### src/rtl/kst_pkg.sv
package kst_pkg;

    typedef enum logic [1:0] {
        ST_IDLE   = 2'd0,
        ST_PRESET = 2'd1,
        ST_SHIFT  = 2'd2
    } cyc_state_e;

    // Strobes from the cycle controller to the shift datapath; each is
    // qualified by a tick.
    typedef struct packed {
        logic load;    // capture the parallel character
        logic preset;  // drive every register bit to one, clear check bit
        logic clear;   // clear zero positions, compute the check bit
        logic shift;   // move one bit toward the line
        logic stop;    // end of cycle, line back to idle
    } sr_ctrl_t;

    localparam int unsigned MAX_DATA_W = 16;

    function automatic logic check_bit(input logic [MAX_DATA_W-1:0] d,
                                       input int unsigned w,
                                       input logic odd);
        logic r;
        r = odd;
        for (int i = 0; i < MAX_DATA_W; i++) begin
            if (i < int'(w)) r = r ^ d[i];
        end
        return r;
    endfunction

endpackage

### src/rtl/kst_bit_clock.sv
module kst_bit_clock #(
    parameter int unsigned BIT_TICKS   = 8,
    parameter int unsigned PULSE_TICKS = 2
) (
    input  logic clk,
    input  logic rst,
    input  logic tick_en,
    input  logic run,
    output logic clk_hi,
    output logic clk_rise
);
    localparam int unsigned PH_W = (BIT_TICKS > 2) ? $clog2(BIT_TICKS) : 1;
    localparam logic [PH_W-1:0] PH_LAST = PH_W'(BIT_TICKS - 1);

    logic [PH_W-1:0] phase;

    always_ff @(posedge clk) begin
        if (rst) begin
            phase <= '0;
        end else if (!run) begin
            phase <= '0;
        end else if (tick_en) begin
            phase <= (phase == PH_LAST) ? '0 : phase + 1'b1;
        end
    end

    always_comb begin
        clk_hi   = run && (int'(phase) < int'(PULSE_TICKS));
        clk_rise = run && (phase == '0);
    end

endmodule

### src/rtl/kst_cycle_ctrl.sv
module kst_cycle_ctrl
    import kst_pkg::*;
#(
    parameter int unsigned RST_TICKS = 3,
    parameter int unsigned BIT_TICKS = 8,
    parameter int unsigned FRAME_W   = 8
) (
    input  logic     clk,
    input  logic     rst,
    input  logic     tick_en,
    input  logic     kbd_ready,
    input  logic     link_ready,
    input  logic     clk_hi,
    input  logic     clk_rise,
    input  logic     check_at_gate,
    output logic     cycle_busy,
    output logic     run,
    output sr_ctrl_t ctl
);
    // Longest legal cycle, counted from the load tick.
    localparam int unsigned CYC_TICKS = RST_TICKS + 2 + (FRAME_W + 1) * BIT_TICKS;
    localparam int unsigned TC_W      = $clog2(CYC_TICKS + 1);
    localparam int unsigned RC_W      = (RST_TICKS > 1) ? $clog2(RST_TICKS) : 1;
    localparam logic [RC_W-1:0] RC_LAST = RC_W'(RST_TICKS - 1);
    localparam logic [TC_W-1:0] TC_LIM  = TC_W'(CYC_TICKS);

    cyc_state_e      state;
    logic [RC_W-1:0] rcnt;
    logic [TC_W-1:0] tcnt;
    logic            timer_live;
    logic            stop_hit;
    logic            overrun;

    always_comb begin
        timer_live = (tcnt < TC_LIM);
        stop_hit   = tick_en && (state == ST_SHIFT) && check_at_gate
                     && clk_hi && clk_rise && timer_live;
        overrun    = tick_en && (state != ST_IDLE) && !timer_live;

        ctl.load   = tick_en && (state == ST_IDLE) && kbd_ready && link_ready;
        ctl.preset = tick_en && (state == ST_PRESET);
        ctl.clear  = tick_en && (state == ST_PRESET) && (rcnt == RC_LAST);
        ctl.shift  = tick_en && (state == ST_SHIFT) && clk_hi && clk_rise
                     && !check_at_gate;
        ctl.stop   = stop_hit || overrun;

        cycle_busy = (state != ST_IDLE);
        run        = (state == ST_SHIFT);
    end

    always_ff @(posedge clk) begin
        if (rst) begin
            state <= ST_IDLE;
            rcnt  <= '0;
            tcnt  <= '0;
        end else if (tick_en) begin
            unique case (state)
                ST_IDLE: begin
                    if (ctl.load) begin
                        state <= ST_PRESET;
                        rcnt  <= '0;
                        tcnt  <= '0;
                    end
                end
                ST_PRESET: begin
                    tcnt <= tcnt + 1'b1;
                    rcnt <= rcnt + 1'b1;
                    if (overrun)        state <= ST_IDLE;
                    else if (ctl.clear) state <= ST_SHIFT;
                end
                ST_SHIFT: begin
                    tcnt <= tcnt + 1'b1;
                    if (ctl.stop) state <= ST_IDLE;
                end
                default: state <= ST_IDLE;
            endcase
        end
    end

endmodule

### src/rtl/kst_shift_reg.sv
module kst_shift_reg
    import kst_pkg::*;
#(
    parameter int unsigned DATA_W     = 7,
    parameter bit          PARITY_ODD = 1'b0
) (
    input  logic              clk,
    input  logic              rst,
    input  sr_ctrl_t          ctl,
    input  logic [DATA_W-1:0] char_in,
    output logic              line_out,
    output logic              reg_empty,
    output logic              check_at_gate
);
    localparam int unsigned FRAME_W = DATA_W + 1;   // start bit plus data
    localparam int unsigned NS_W    = $clog2(FRAME_W + 1);
    localparam logic [NS_W-1:0] NS_FULL = NS_W'(FRAME_W);
    localparam logic [NS_W-1:0] NS_LAST = NS_W'(FRAME_W - 1);

    logic [DATA_W-1:0]  data_q;
    logic [FRAME_W-1:0] sreg;
    logic [NS_W-1:0]    nsent;
    logic               par_q;
    logic               line_q;
    logic               empty_q;
    logic               gate_q;

    always_ff @(posedge clk) begin
        if (rst) begin
            data_q  <= '0;
            sreg    <= '1;
            nsent   <= '0;
            par_q   <= 1'b0;
            line_q  <= 1'b1;
            empty_q <= 1'b1;
            gate_q  <= 1'b0;
        end else begin
            if (ctl.load) begin
                data_q  <= char_in;
                empty_q <= 1'b0;
            end
            if (ctl.preset) begin
                sreg   <= '1;
                par_q  <= 1'b0;
                gate_q <= 1'b0;
                nsent  <= '0;
            end
            if (ctl.clear) begin
                // Ones survive the preset; zeros (and the start slot) are cleared.
                sreg  <= {FRAME_W{1'b1}} & {data_q, 1'b0};
                par_q <= check_bit(MAX_DATA_W'(data_q), DATA_W, PARITY_ODD);
            end
            if (ctl.shift) begin
                if (nsent < NS_FULL) begin
                    line_q <= sreg[0];
                    sreg   <= {1'b0, sreg[FRAME_W-1:1]};
                    nsent  <= nsent + 1'b1;
                    if (nsent == NS_LAST) empty_q <= 1'b1;
                end else begin
                    line_q <= par_q;
                    gate_q <= 1'b1;
                end
            end
            if (ctl.stop) begin
                line_q  <= 1'b1;
                gate_q  <= 1'b0;
                empty_q <= 1'b1;
            end
        end
    end

    always_comb begin
        line_out      = line_q;
        reg_empty     = empty_q;
        check_at_gate = gate_q;
    end

endmodule

### src/rtl/keychar_serial_tx.sv
module keychar_serial_tx
    import kst_pkg::*;
#(
    parameter int unsigned DATA_W      = 7,
    parameter int unsigned BIT_TICKS   = 8,
    parameter int unsigned PULSE_TICKS = 2,
    parameter int unsigned RST_TICKS   = 3,
    parameter bit          PARITY_ODD  = 1'b0
) (
    input  logic              clk,
    input  logic              rst,
    input  logic              tick_en,
    input  logic              kbd_ready,
    input  logic              link_ready,
    input  logic [DATA_W-1:0] char_in,
    output logic              line_out,
    output logic              cycle_busy,
    output logic              reg_empty
);
    localparam int unsigned FRAME_W = DATA_W + 1;

    sr_ctrl_t ctl;
    logic     run;
    logic     clk_hi;
    logic     clk_rise;
    logic     check_at_gate;

    kst_bit_clock #(
        .BIT_TICKS   (BIT_TICKS),
        .PULSE_TICKS (PULSE_TICKS)
    ) u_bclk (
        .clk      (clk),
        .rst      (rst),
        .tick_en  (tick_en),
        .run      (run),
        .clk_hi   (clk_hi),
        .clk_rise (clk_rise)
    );

    kst_cycle_ctrl #(
        .RST_TICKS (RST_TICKS),
        .BIT_TICKS (BIT_TICKS),
        .FRAME_W   (FRAME_W)
    ) u_ctrl (
        .clk           (clk),
        .rst           (rst),
        .tick_en       (tick_en),
        .kbd_ready     (kbd_ready),
        .link_ready    (link_ready),
        .clk_hi        (clk_hi),
        .clk_rise      (clk_rise),
        .check_at_gate (check_at_gate),
        .cycle_busy    (cycle_busy),
        .run           (run),
        .ctl           (ctl)
    );

    kst_shift_reg #(
        .DATA_W     (DATA_W),
        .PARITY_ODD (PARITY_ODD)
    ) u_sreg (
        .clk           (clk),
        .rst           (rst),
        .ctl           (ctl),
        .char_in       (char_in),
        .line_out      (line_out),
        .reg_empty     (reg_empty),
        .check_at_gate (check_at_gate)
    );

endmodule

### config.mk
export PLATFORM = sky130hd
export DESIGN_NAME = keychar_serial_tx
export DESIGN_NICKNAME = d
export VERILOG_FILES = /design/src/rtl/kst_pkg.sv /design/src/rtl/kst_bit_clock.sv /design/src/rtl/kst_cycle_ctrl.sv /design/src/rtl/kst_shift_reg.sv /design/src/rtl/keychar_serial_tx.sv
export SDC_FILE = /design/constraint.sdc
export NUM_CORES = 1
export LEC_CHECK = 0
export ABC_AREA = 1
export BUFFER_PORTS_ARGS = -buffer_cell sky130_fd_sc_hd__buf_2
export CORE_MARGIN = 4
export CORE_UTILIZATION = 52
export CTS_CLUSTER_SIZE = 20
export DETAILED_ROUTE_END_ITERATION = 10
export HOLD_SLACK_MARGIN = 0.1
export PLACE_DENSITY = 0.74
export REMOVE_ABC_BUFFERS = 1
export SYNTH_ARGS = -nofsm -noshare
export SYNTH_HDL_FRONTEND = slang
export SYNTH_SLANG_ARGS = --single-unit
### constraint.sdc
create_clock -name clk -period 1.4 [get_ports clk]
set_input_delay 0.28 -clock clk [delete_from_list [all_inputs] [get_ports clk]]
set_output_delay 0.28 -clock clk [all_outputs]
set_load 0.02 [all_outputs]
==> results.sh, run 1 <==
export IMPL_status="finished with violations"
export IMPL_violations="setup timing"
export IMPL_io_buffers=14
export IMPL_core_area_mm2=0.00334
export IMPL_grt_use_met1_pct=25.8
export IMPL_finalHoldViolCount=0
export IMPL_syn_to_final_growth_pct=34.1
export IMPL_rows=21
export IMPL_period_needed_ns=1.52
export IMPL_cp_start_kind="register"
export IMPL_grt_pass1_wl_mm=6.89
export IMPL_nets=308
export IMPL_fin_worst_skew_ns=0.0120
export IMPL_syn_inst=238
export IMPL_maxCapViolCount=0
export IMPL_grt_antenna_before_repair=0
export IMPL_period_share_pct=108
export IMPL_top_usage_layer="met2"
export IMPL_drive_gt1_share_pct=35.1
export IMPL_tightest_slew_ns=0.225
export IMPL_cts_tree="done"
export IMPL_relSlewSlack_pct=85.0
export IMPL_hpwl_mm=2.75
export IMPL_crit_required_ns=1.63
export IMPL_place_area_mm2=0.00209
export IMPL_wl_per_cell_um=12.7
export IMPL_setup_ws_ns=-0.117
export IMPL_fillers=261
export IMPL_grt_pass1_vias=1630
export IMPL_first_iter_violations=64
export IMPL_diodes=0
export IMPL_place_congestion=0.826
export IMPL_cts_root_buf="clkbuf_4"
export IMPL_detail_route_antenna_nets=0
export IMPL_r2r_cells=9
export IMPL_setup_violations=27
export IMPL_crit_arrival_ns=1.75
export IMPL_crit_type="reg -> reg"
export IMPL_p_total_mw=3.28
export IMPL_finalWirelength_mm=4.24
export IMPL_ctsHtreeMaxLevel=2
export IMPL_remaining_drc_errors=0
export IMPL_grt_usage_pct=19.9
export IMPL_power_switching_mw=1.21
export IMPL_grt_use_met2_pct=31.9
export IMPL_ir_worst_vdd_uv=836
export IMPL_synth_top_area_cell="dfxtp_1"
export IMPL_reg2reg_to="u_ctrl.tcnt[5]"
export IMPL_num_io_pins=15
export IMPL_synth_distinct_cells=31
export IMPL_p_seq_share_pct=39.6
export IMPL_critPathMaxFanout=4
export IMPL_final_common_cell="nand2_1"
export IMPL_dieArea_mm2=0.00445
export IMPL_synth_top_area_share_pct=41.3
export IMPL_r2r_slack_ns=-0.12
export IMPL_power_frac_comb_pct=44.0
export IMPL_switching_share_pct=36.8
export IMPL_cts_reportedPaths_clkPinSlew_ns=0.11
export IMPL_chipHeight_um=66.7
export IMPL_power_density_mw_per_mm2=1360
export IMPL_cts_buffers=5
export IMPL_grt_max_degree=17
export IMPL_max_freq_mhz=659
export IMPL_syn_avg_cell_area_um2=7.54
export IMPL_fp_dieW_um=66.7
export IMPL_ctsLongestPathBuffers=2
export IMPL_initial_core_util_pct=53.8
export IMPL_final_cell_mix="nand2_1 (42), dfxtp_1 (34), buf_4 (27)"
export IMPL_holdPathStages=3
export IMPL_worstHoldEndpoint="u_sreg.data_q[1]"
export IMPL_hold_path_class="in -> reg"
export IMPL_clkSinkCount=37
export IMPL_p_leak_nw=0.996
export IMPL_dr_total_vias=1726
export IMPL_drt_pre_antenna_iters=4
export IMPL_final_cell_area_mm2=0.00241
export IMPL_intPower_mw=2.07
export IMPL_synth_seq_cells=37
export IMPL_ys_warn_count=0
export IMPL_rsz0062_at_grt="yes"
export IMPL_use_met3_pct=5.23
export IMPL_cp_end_kind="register"
export IMPL_clk_latency_ns=0.33
export IMPL_avgViaCountPerCell=5.17
export IMPL_synth_seq_area_share_pct=41.3
export IMPL_netlist_area_mm2=0.00179
export IMPL_worstHoldStart="char_in[1]"
export IMPL_synthTopCellsByArea="dfxtp_1 (41%), nand2_1 (9.6%), ha_1 (6.3%)"
export IMPL_pwr_share_clk_pct=16.4
export IMPL_maxSlewViolCount=0
export IMPL_overflow=0
export IMPL_r2r_start="u_ctrl.state[0]"
## how the worst max path moves through the flow
| stage | endpoint | from | slack [ns] | cells past startpoint |
|---|---|---|---|---|
| 2_1_floorplan | u_ctrl.tcnt[6] | u_ctrl.state[0] | -0.21 | 9 |
| 3_3_place_gp | u_sreg.sreg[5] | u_ctrl.state[0] | -0.12 | 9 |
| 3_5_place_dp | u_sreg.sreg[4] | u_ctrl.state[1] | -0.16 | 9 |
| 4_1_cts | u_sreg.nsent[3] | u_ctrl.state[1] | -0.14 | 9 |
| 5_1_grt | u_ctrl.tcnt[5] | u_ctrl.state[1] | -0.21 | 9 |
| 6_report | u_ctrl.tcnt[5] | u_ctrl.state[0] | -0.12 | 9 |
## state kept, by name, indices dropped and copies added, names as in the netlist
signal                flops
u_sreg.par_q              1
u_sreg.check_at_gate      1
u_bclk.phase              3
u_ctrl.rcnt               2
u_sreg.sreg               8
u_sreg.line_out           1
u_sreg.reg_empty          1
u_ctrl.state              2
u_sreg.data_q             7
u_ctrl.tcnt               7
u_sreg.nsent              4
## critical path: stages, from the launching register on
cell and delay [ns]:
dfxtp_2 0.36, inv_4 0.08, ha_4 0.15, nand4_1 0.20, o21ai_2 0.16, buf_6 0.14
nand4_1 0.06, inv_1 0.10, buf_4 0.12, a21oi_1 0.05
## routing by layer
layer,share of wire (%),routed length (um)
met1,46,1950
met5,0,0
met2,50,2120
met4,2.0,84
met3,2.1,89
## cell usage after synthesis, drive strengths merged
master  instances
ha              9
nand3b          1
clkinv          3
xnor2           3
a21oi          17
o22ai           7
o211ai          7
or2             2
dfxtp          37
o21ai          15
nand3          13
buf             2
clkbuf          3
nor2           26
nor3            3
a21boi          1
a211oi          5
nand2          48
inv            29
nand4           4
xor2            3
## layout make-up
type | count | area, um2 | share of cell area (%)
multi-input combinational | 164 | 1060 | 43.9
sequential | 37 | 744 | 30.9
timing repair buffer | 47 | 364 | 15.1
inverter | 32 | 131 | 5.46
tap | 46 | 57.6 | 2.39
clock buffer | 6 | 41.3 | 1.72
clock inverter | 2 | 10.0 | 0.416
## cell families after synthesis
kind of cell	Yosys count	share of synthesized area [%]
XOR/XNOR	6	2.93
flip-flops	37	41.3
adder cells (fa/ha/maj)	9	6.28
AO/OA/AOI/OAI	52	17.0
buffers and inverters	37	8.37
AND/OR/NAND/NOR	97	24.1
## through the flow
stage                     setup slack (ns)  utilization (%)  setup TNS, ns  hold slack, ns  cells
after CTS                           -0.137             67.4          -2.14           0.158    330
after global placement              -0.123             62.6          -1.67           0.447    319
final                               -0.117             72.1          -1.17           0.170    334
after detailed placement            -0.164             62.6          -2.59           0.443    319
after global routing                -0.207             72.1          -3.32           0.154    334
after floorplan                     -0.215                -          -1.65           0.349    233
## power by group through the flow
stage | clock network (mW) | logic, mW | registers (mW)
global placement | 0 | 1.03 | 1.29
finish | 0.539 | 1.44 | 1.30
floorplan | 0 | 0.629 | 1.29
global route | 0.615 | 1.58 | 1.32
CTS | 0.561 | 1.17 | 1.28
detailed placement | 0 | 1.05 | 1.30
## repair_timing
action                                  4_1_cts  5_1_grt
cloned                                        0        1
endpoints found under the setup margin       34       35
setup buffers                                 3        3
gates resized for setup                      32       32
endpoints found under the hold margin         0        0
pin swaps                                    14        8
hold buffers                                  0        0
(Power assumes the default switching activity.)
==> run 2, diff against run 1 <==
--- a/config.mk
+++ b/config.mk
@@ -12,7 +12,7 @@
 export CTS_CLUSTER_SIZE = 20
 export DETAILED_ROUTE_END_ITERATION = 10
 export HOLD_SLACK_MARGIN = 0.1
-export PLACE_DENSITY = 0.74
+export PLACE_DENSITY_LB_ADDON = 0.05
 export REMOVE_ABC_BUFFERS = 1
 export SYNTH_ARGS = -nofsm -noshare
 export SYNTH_HDL_FRONTEND = slang
==> results.sh, run 2 (synthesis gave the netlist of run 1 again) <==
export IMPL_violations="setup timing"
export IMPL_finalWirelength_mm=3.83
export IMPL_chipHeight_um=66.7
export IMPL_clkSinkCount=37
export IMPL_final_cell_area_mm2=0.00245
export IMPL_largest_reg_flops=8
export IMPL_drive_gt1_share_pct=37.7
export IMPL_grt_antenna_before_repair=0
export IMPL_ir_worst_vdd_uv=1310
export IMPL_grt_pass1_wl_mm=6.59
export IMPL_first_iter_violations=38
export IMPL_hold_ws_ns=0.178
export IMPL_ctsHtreeMaxLevel=2
export IMPL_fin_worst_skew_ns=0.0140
export IMPL_syn_to_final_growth_pct=36.8
export IMPL_nets=304
export IMPL_cp_end_kind="register"
export IMPL_dr_total_vias=1656
export IMPL_final_common_cell="nand2_1"
export IMPL_avgViaCountPerCell=5.02
export IMPL_r2r_slack_ns=-0.08
export IMPL_maxSlewViolCount=0
export IMPL_top_regs="u_sreg.sreg x8, u_ctrl.tcnt x7, u_sreg.data_q x7"
export IMPL_remaining_drc_errors=0
export IMPL_reg2reg_to="u_ctrl.tcnt[6]"
export IMPL_period_needed_ns=1.48
export IMPL_num_io_pins=15
export IMPL_final_cell_mix="nand2_1 (40), dfxtp_1 (35), inv_1 (24)"
export IMPL_crit_type="reg -> reg"
export IMPL_p_leak_nw=1.04
export IMPL_critPathCapture="u_ctrl.tcnt[6]"
export IMPL_initial_core_util_pct=53.8
export IMPL_r2r_cells=9
export IMPL_cts_root_buf="clkbuf_4"
export IMPL_core_area_mm2=0.00334
export IMPL_grt_pass1_vias=1540
export IMPL_setup_ws_ns=-0.0811
export IMPL_rows=21
export IMPL_dieArea_mm2=0.00445
export IMPL_io_buffers=14
export IMPL_period_share_pct=106
export IMPL_setup_violations=23
export IMPL_crit_arrival_ns=1.72
export IMPL_dp_cells=317
export IMPL_wl_per_cell_um=11.6
export IMPL_cts_reportedPaths_clkPinSlew_ns=0.11
export IMPL_grt_usage_pct=19.4
export IMPL_stdcell_count=330
export IMPL_fp_dieW_um=66.7
export IMPL_cts_tree="done"
export IMPL_hpwl_mm=2.68
export IMPL_diodes=0
export IMPL_critPathMaxFanout=4
export IMPL_finalHoldViolCount=0
export IMPL_p_total_mw=3.57
export IMPL_rsz0062_at_grt="yes"
export IMPL_ctsHoldBuffers=0
export IMPL_overflow=0
export IMPL_drt_pre_antenna_iters=4
export IMPL_maxCapViolCount=0
export IMPL_place_area_mm2=0.00207
export IMPL_status="finished with violations"
export IMPL_ctsLongestPathBuffers=2
export IMPL_cp_start_kind="register"
export IMPL_clk_latency_ns=0.34
export IMPL_crit_required_ns=1.63
export IMPL_crit_start="u_ctrl.state[1]"
export IMPL_tightest_slew_ns=0.236
export IMPL_cts_buffers=5
export IMPL_relSlewSlack_pct=84.2
export IMPL_place_congestion=0.753
export IMPL_r2r_start="u_ctrl.state[1]"
export IMPL_hold_path_class="in -> reg"
export IMPL_detail_route_antenna_nets=0
export IMPL_largest_register="u_sreg.sreg"
export IMPL_grt_max_degree=17
export IMPL_max_freq_mhz=675
export IMPL_power_density_mw_per_mm2=1450
run 2: cell types whose count changed in the layout (fill, tap and decap cells not counted), sizes merged:
cell | before | now
clkinv | 5 | 2
bufinv | 0 | 1
inv | 29 | 30
buf | 46 | 43
run 2: worst min-delay path by stage:
stage	start	endpoint	slack, ns	cells past startpoint
6_report	char_in[0]	u_sreg.data_q[0]	0.18	3
5_1_grt	char_in[4]	u_sreg.data_q[4]	0.18	3
4_1_cts	char_in[0]	u_sreg.data_q[0]	0.16	3
3_5_place_dp	u_sreg.reg_empty	u_sreg.reg_empty	0.44	2
3_3_place_gp	u_sreg.reg_empty	u_sreg.reg_empty	0.44	2
2_1_floorplan	rst	u_ctrl.rcnt[0]	0.35	1
run 2: per-stage QoR:
stage	setup TNS, ns	setup WS [ns]	utilization (%)
final	-1.09	-0.0811	73.6
after global routing	-3.74	-0.180	73.6
after CTS	-1.26	-0.0991	69.0
after detailed placement	-2.39	-0.155	62.2
after global placement	-1.95	-0.154	62.2
after floorplan	-1.65	-0.215	-
run 2: layout make-up:
| type | instances | area, um2 |
|---|---|---|
| multi-input combinational | 164 | 1110 |
| fill | 283 | 882 |
| sequential | 37 | 746 |
| timing repair buffer | 43 | 324 |
| inverter | 32 | 135 |
| tap | 46 | 57.6 |
| clock buffer | 7 | 55.1 |
| clock inverter | 1 | 30.0 |
run 2: critical path, cell delays in order, from the launching register on:
cell	delay [ns]
dfxtp_4	0.38
inv_4	0.07
ha_4	0.15
nand4_1	0.20
o21ai_2	0.15
nand2_2	0.10
nor2_4	0.15
nand3_2	0.07
nand2_1	0.06
a21oi_1	0.05
run 2: routing by layer:
layer	GRT usage, %	share of wire, %	vias to the layer above
met5	0	0	-
met4	6.85	1.2	0
met3	5.23	2.5	5
met2	32.3	50	13
met1	23.7	47	758
li1	-	-	880
run 2: power by group:
| group | switching (mW) | internal, mW |
|---|---|---|
| combinational | 0.757 | 0.729 |
| sequential | 0.114 | 1.19 |
| clock | 0.346 | 0.427 |
run 2: repair_timing:
action | 4_1_cts | 5_1_grt
pin swaps | 9 | 21
resized for setup | 42 | 41
gates cloned | 0 | 0
setup endpoints to repair | 33 | 35
setup buffers | 2 | 4
